## src/rtl/ee_bus_front.sv

```systemverilog
module ee_bus_front #(
  parameter int CLK_MHZ     = 200,
  parameter int GLITCH_NS   = 10,
  parameter int RD_DELAY_US = 1,
  parameter int WR_DELAY_US = 10000,
  parameter int AW          = 11,
  parameter int DW          = 8
) (
  input  logic          clk,
  input  logic          rst_n,
  input  logic          pwr_good,
  input  logic          ce_n,
  input  logic          oe_n,
  input  logic          we_n,
  input  logic [AW-1:0] addr,
  input  logic [DW-1:0] din,
  output logic          dq_oe,
  output logic          wr_valid,
  output logic [AW-1:0] wr_addr,
  output logic [DW-1:0] wr_data
);

  localparam int FILT_RAW = (CLK_MHZ * GLITCH_NS + 999) / 1000;
  localparam int FILT_CYC = (FILT_RAW < 1) ? 1 : FILT_RAW;
  localparam int FC_W     = $clog2(FILT_CYC + 1);
  localparam int RD_CYC   = CLK_MHZ * RD_DELAY_US;
  localparam int WR_CYC   = CLK_MHZ * WR_DELAY_US;
  localparam int PU_MAX   = (WR_CYC > RD_CYC) ? WR_CYC : RD_CYC;
  localparam int PU_W     = $clog2(PU_MAX + 1);

  // pin order: [2]=ce, [1]=oe, [0]=we
  logic [2:0] raw_pins, flt;
  assign raw_pins = {ce_n, oe_n, we_n};

  for (genvar i = 0; i < 3; i++) begin : g_filt
    logic [FC_W-1:0] cnt;
    always_ff @(posedge clk or negedge rst_n) begin
      if (!rst_n) begin
        cnt    <= '0;
        flt[i] <= 1'b1;
      end else if (raw_pins[i] == flt[i]) begin
        cnt <= '0;
      end else if (cnt == FC_W'(FILT_CYC - 1)) begin
        cnt    <= '0;
        flt[i] <= raw_pins[i];
      end else begin
        cnt <= cnt + 1'b1;
      end
    end
  end

  logic f_ce, f_oe, f_we;
  assign f_ce = flt[2];
  assign f_oe = flt[1];
  assign f_we = flt[0];

  // bus delay matching the filter latency
  logic [AW-1:0] a_pipe [FILT_CYC];
  logic [DW-1:0] d_pipe [FILT_CYC];
  always_ff @(posedge clk or negedge rst_n) begin
    if (!rst_n) begin
      for (int j = 0; j < FILT_CYC; j++) begin
        a_pipe[j] <= '0;
        d_pipe[j] <= '0;
      end
    end else begin
      a_pipe[0] <= addr;
      d_pipe[0] <= din;
      for (int j = 1; j < FILT_CYC; j++) begin
        a_pipe[j] <= a_pipe[j-1];
        d_pipe[j] <= d_pipe[j-1];
      end
    end
  end

  logic [AW-1:0] addr_d;
  logic [DW-1:0] data_d;
  assign addr_d = a_pipe[FILT_CYC-1];
  assign data_d = d_pipe[FILT_CYC-1];

  logic [PU_W-1:0] pu_cnt;
  always_ff @(posedge clk or negedge rst_n) begin
    if (!rst_n)                       pu_cnt <= '0;
    else if (!pwr_good)               pu_cnt <= '0;
    else if (pu_cnt != PU_W'(PU_MAX)) pu_cnt <= pu_cnt + 1'b1;
  end

  logic rd_ok, wr_ok;
  assign rd_ok = pu_cnt >= PU_W'(RD_CYC);
  assign wr_ok = pu_cnt >= PU_W'(WR_CYC);

  logic rd_mode, wr_act, wr_act_q, arm;
  logic [AW-1:0] a_lat;
  assign rd_mode = !f_ce && !f_oe && f_we;
  assign wr_act  = !f_ce && !f_we && f_oe;

  always_ff @(posedge clk or negedge rst_n) begin
    if (!rst_n) begin
      dq_oe    <= 1'b0;
      wr_act_q <= 1'b0;
      arm      <= 1'b0;
      a_lat    <= '0;
      wr_valid <= 1'b0;
      wr_addr  <= '0;
      wr_data  <= '0;
    end else begin
      dq_oe    <= rd_mode && rd_ok && pwr_good;
      wr_act_q <= wr_act;
      wr_valid <= 1'b0;
      if (wr_act && !wr_act_q) begin
        arm   <= wr_ok && pwr_good;
        a_lat <= addr_d;
      end else if (!wr_act && wr_act_q) begin
        arm <= 1'b0;
        if (arm && pwr_good) begin
          wr_valid <= 1'b1;
          wr_addr  <= a_lat;
          wr_data  <= data_d;
        end
      end else if (!pwr_good) begin
        arm <= 1'b0;
      end
    end
  end

endmodule

```

## config.mk

```make
export PLATFORM = sky130hd
export DESIGN_NAME = ee_bus_front
export DESIGN_NICKNAME = d
export VERILOG_FILES = /design/src/rtl/ee_bus_front.sv
export SDC_FILE = /design/constraint.sdc
export NUM_CORES = 1
export LEC_CHECK = 0
export CORE_UTILIZATION = 25
export DETAILED_ROUTE_END_ITERATION = 8
export RECOVER_POWER = 25
export SLEW_MARGIN = 20
export SYNTH_ARGS = -nofsm -noshare
export SYNTH_HDL_FRONTEND = slang
export SYNTH_SLANG_ARGS = --single-unit
```

## constraint.sdc

```tcl
create_clock -name clk -period 4 [get_ports clk]
set_input_delay 1 -clock clk [delete_from_list [all_inputs] [get_ports clk]]
set_output_delay 1 -clock clk [all_outputs]
set_load 0.01 [all_outputs]
```

; Word level (Yosys, flattened, before mapping)
; Index checks and enable logic that the tools add are counted.
[totals]
inputBits = 25
output_inout_bits = 21
regBits = 102
wordCells = 70
[op_classes]
addsub = 4
mux = 14
eq_ne = 9
n_reduce_logical = 19
bitwise_logic = 4
n_lt_le_gt_ge = 2
[ops]
columns = op, n
row1 = two-way mux 21 bit, 2
row2 = adder 21 x 1 -> 21 bit (second input constant), 1
row3 = >= comparator 21 bit (second input constant), 1
row4 = >= comparator 21 x 8 -> 1 bit (second input constant), 1
row5 = inequality test 21 bit (second input constant), 1
row6 = two-way mux 2 bit, 6
row7 = logical AND 1 bit, 10
row8 = adder 2 x 1 -> 2 bit (second input constant), 3
row9 = equality test 2 x 1 -> 1 bit (second input constant), 3
row10 = two-way mux 1 bit, 6
row11 = AND reduction 2 bit, 3
row12 = logical NOT 1 bit, 5
row13 = inverter 1 bit, 4
row14 = equality test 1 bit, 3
row15 = inequality test 3 x 1 -> 1 bit (second input constant), 1
row16 = AND reduction 3 bit, 1
row17 = inequality test 2 x 1 -> 1 bit (second input constant), 1

; Logic depth before layout (Yosys ltp)
[logic_depth]
depth_word = 7
mapped_depth = 6
depth_no_buf = 6

; Least setup slack after synthesis
; OpenSTA, ideal clock, no wires.
[synth_timing]
kind = input to register
start = input pwr_good
end = register wr_addr[10]
setup_slack_ps = 1901
t_required_ps = 3875
n_path_buf = 1
arrival_time_ps = 1974
setup_time_ps = 125
cell_stages = 4
path_cell_list = nand2_1 > nor3b_1 > clkbuf_1 > mux2_2
[synth_between]
elab_chain_cells = 2
[synth_rtl]
columns = element, line_no
row1 = from (decl), 11  ; input logic pwr_good,
row2 = logical AND 1 bit, 115  ; if (arm && pwr_good) begin
row3 = AND reduction 3 bit (no source line), -
row4 = to (signal assigned), 117  ; wr_addr <= a_lat;
row5 = to (decl), 19  ; output logic [AW-1:0] wr_addr,
; No other way between the ends.
; A chain may end at the register's enable or synchronous reset.

; Worst setup path after layout
[layout_timing]
start = input pwr_good
end = register dq_oe
[layout_between]
elab_chain_cells = 1
[layout_rtl]
columns = element, line_no
row1 = logical AND 1 bit, 107  ; dq_oe <= rd_mode && rd_ok && pwr_good;
row2 = to (signal assigned), 107
row3 = to (decl), 17  ; output logic dq_oe,
; No other way between the ends.

==> flow_summary.yaml <==
timing:
  setup_tns_ps: 0
  fin_ws_ps: 1500
  relSlewSlack_pct: 53.2
  drv_slew: 0
  setup_violations: 0
  worst_clock_skew_ps: 7.49
  fmax_ghz: 0.399
  finalCriticalPeriod_ps: 2500
  hold_ws_ps: 347
  finalHoldViolations: 0
  worst_pin_slew_ps: 700
  rsz0062_at_grt: "false"
  fin_crit_sh_pct: 62.6
pwr:
  intPower_mw: 1.79
  power_frac_seq_pct: 52.3
  comb_power_share_pct: 10.4
  finalPower_mw: 2.33
  p_per_area_nw_per_um2: 497
  switching_share_pct: 23.1
  p_leak_nw: 1.98
  ir_worst_vdd_mv: 0.184
  pwr-share-clk_pct: 37.3
  p_sw_mw: 0.538
hold_path:
  hp-class: "flop to flop"
  min_from: "a_pipe[18]$_DFF_PN0_"
logic_synthesis:
  post_synth_fa_ha_maj_area_fraction_pct: 0.676
  syn-cell-area_um2: 3700
  syn_inst: 265
  synth_simple_gate_area_share_pct: 12.0
  synthXorXnorAreaFrac_pct: 3.79
  syn_area_per_cell_um2: 14.0
  synth_top_family_by_area: "simple AND/OR/NAND/NOR gates"
  syn-num-nets: 292
  seq_area_frac_synth_pct: 69.1
  synth_compound_area_share_pct: 3.11
  ys_seq_elements: 102
  synth_cell_types: 29
  synthMuxAreaShare_pct: 10.0
  ys_warn_count: 0
route:
  avgViaCountPerCell: 4.39
  drc: 0
  wl_per_cell_um: 12.7
  detail-route-antenna-nets: 0
  routed_wl_um: 6450
  drt_iter0_markers: 126
  vias: 2231
  dr.pass1.iters: 6
cts:
  cts_made_buffers: 9
  ctsHoldBuffers: 0
  cts_resized: 0
  cts_tree: "built"
  cts_setup_buffers: 0
  cts_buffer_depth: 2
  clkLatencyLatePin_ps: 340
  h-tree-depth: 3
  ctsRootBufferMaster: "clkbuf_16"
  clkSlewWorstSetupHoldPaths_ps: 70
  cts_sinks: 102
cells_and_area:
  multi_input_area_um2: 1100
  final-seq-area_um2: 2560
  area_growth_pct: 26.7
  fin_nets: 346
  num_antenna_cells: 0
  final_cells: 508
  postLayoutCellArea_um2: 4690
  utilization_pct: 32.4
  nFillCells: 1420
  drive_gt1_share_pct: 18.2
global_route:
  grt_start_max_net_pins: 46
  grt_pass1_wl_um: 11000
  grt_overflow: 0
  track_usage_pct: 9.63
  antenna_found_initial: 0
  first_global_vias: 2244
place:
  placed_cell_area_um2: 4390
  dp.cells: 492
  io_buffers: 45
  dp_hpwl_um: 4320
  pre_cts_ws_ps: 1140
  place.gp.congestion: 0.762
worst_setup_path:
  worstPathRequired_ps: 4260
  timing.rr.start: "pu_cnt[1]$_DFFE_PN0P_"
  path_class: "input port to flop"
  critPathCaptureType: "flop"
  critPathMaxFanout: 21
  start_kind: "input port"
  arrival_ps: 2770
  critPathLaunch: "pwr_good"
floorplan:
  io_pins: 46
  core_um2: 14500
  rows: 44
  die_area_um2: 15300
  die_w_um: 124
  die_y_um: 124
  initial_core_util_pct: 25.6
run:
  cap_violations: 0
run_status:
  status: "completed"
## Yosys cell counts (all sizes together)
master	n	area share (%)
xor2	6	1.4
nand4	6	1.2
inv	6	0.61
dfrtp	99	67
and4	2	0.47
xnor2	10	2.4
mux2	33	10
or3	7	1.2
or4	7	1.4
nor4	7	1.2
dfstp	3	2.1
o21ai	6	0.81
nor3	6	0.81
ha	2	0.68
a21oi	10	1.4
and2	3	0.51
nand3	7	0.95
or4b	1	0.27
nand2	10	1.0
o22ai	1	0.17
nor2b	4	0.68
clkbuf	4	0.41
a31oi	1	0.17
nor2	16	1.6
nor3b	2	0.41
or4bb	1	0.30
o31ai	3	0.61
buf	2	0.27
## power by group through the flow
stage,logic (mW),clock network [mW],registers (mW)
after floorplan,0.170,0,1.22
after global placement,0.241,0,1.23
after detailed placement,0.248,0,1.24
after CTS,0.249,0.906,1.22
after global routing,0.267,0.944,1.24
final,0.242,0.868,1.22
## worst max-delay path, stage by stage
cell and delay (ps):
clkdlybuf4s50_1 550, inv_1 320, or4b_2 750, a31oi_1 150
## layer usage
layer  wire length, um  global-route usage [%]  up-vias
met5                 0                       0        -
met4               169                    5.20        0
met3               278                    3.16       14
met2              3020                    14.5       38
met1              2990                    12.2     1136
li1                  -                       -     1043
## worst paths after layout
path / slack (ps) / to / depth (start not counted)
hold reg to reg: 350 / addr_d[7]$_DFF_PN0_ / 0
setup reg to reg: 1820 / pu_cnt[20]$_DFFE_PN0P_ / 5
setup / recovery: 1500 / dq_oe$_DFF_PN0_ / 4
max in group asynchronous: 2390 / pu_cnt[5]$_DFFE_PN0P_ / 2
hold / removal: 350 / addr_d[7]$_DFF_PN0_ / 0
min in group asynchronous: 640 / d_pipe[14]$_DFF_PN0_ / 1
## sequential cells by signal, summed over array words and instances (netlist names)
register	flops
a_pipe	11
pu_cnt	21
f_we	1
g_filt.cnt	6
wr_valid	1
d_pipe	8
a_lat	11
arm	1
f_oe	1
f_ce	1
wr_addr	11
wr_act_q	1
wr_data	8
dq_oe	1
data_d	8
addr_d	11
## area by class of cell
class | instances | share of cell area, %
Clock inverter | 6 | 1.49
Sequential cell | 102 | 54.5
Timing Repair Buffer | 49 | 10.2
Multi-Input combinational cell | 151 | 23.5
Tap cell | 184 | 4.91
Inverter | 6 | 0.481
Clock buffer | 10 | 4.89
## cells by family (layout without fill, tap and decap cells)
logic type,after synthesis,count (layout)
flip-flops,102,102
AND/OR/NAND/NOR,79,79
multiplexers,33,33
AO/OA/AOI/OAI,21,21
XOR/XNOR,16,16
buffers and inverters,12,71
adder cells (fa/ha/maj),2,2
## placed cells by master (no fill, tap or decap), types with 7 or more instances in the layout
master	instances
nor4_1	7
clkbuf_16	9
a21oi_1	10
dfrtp_1	99
nor2_1	16
or3_1	7
mux2_2	33
clkdlybuf4s50_1	44
xnor2_1	10
nand3_1	7
or4_1	7
nand2_1	10
Note: power is estimated with default switching activity, not from simulation.
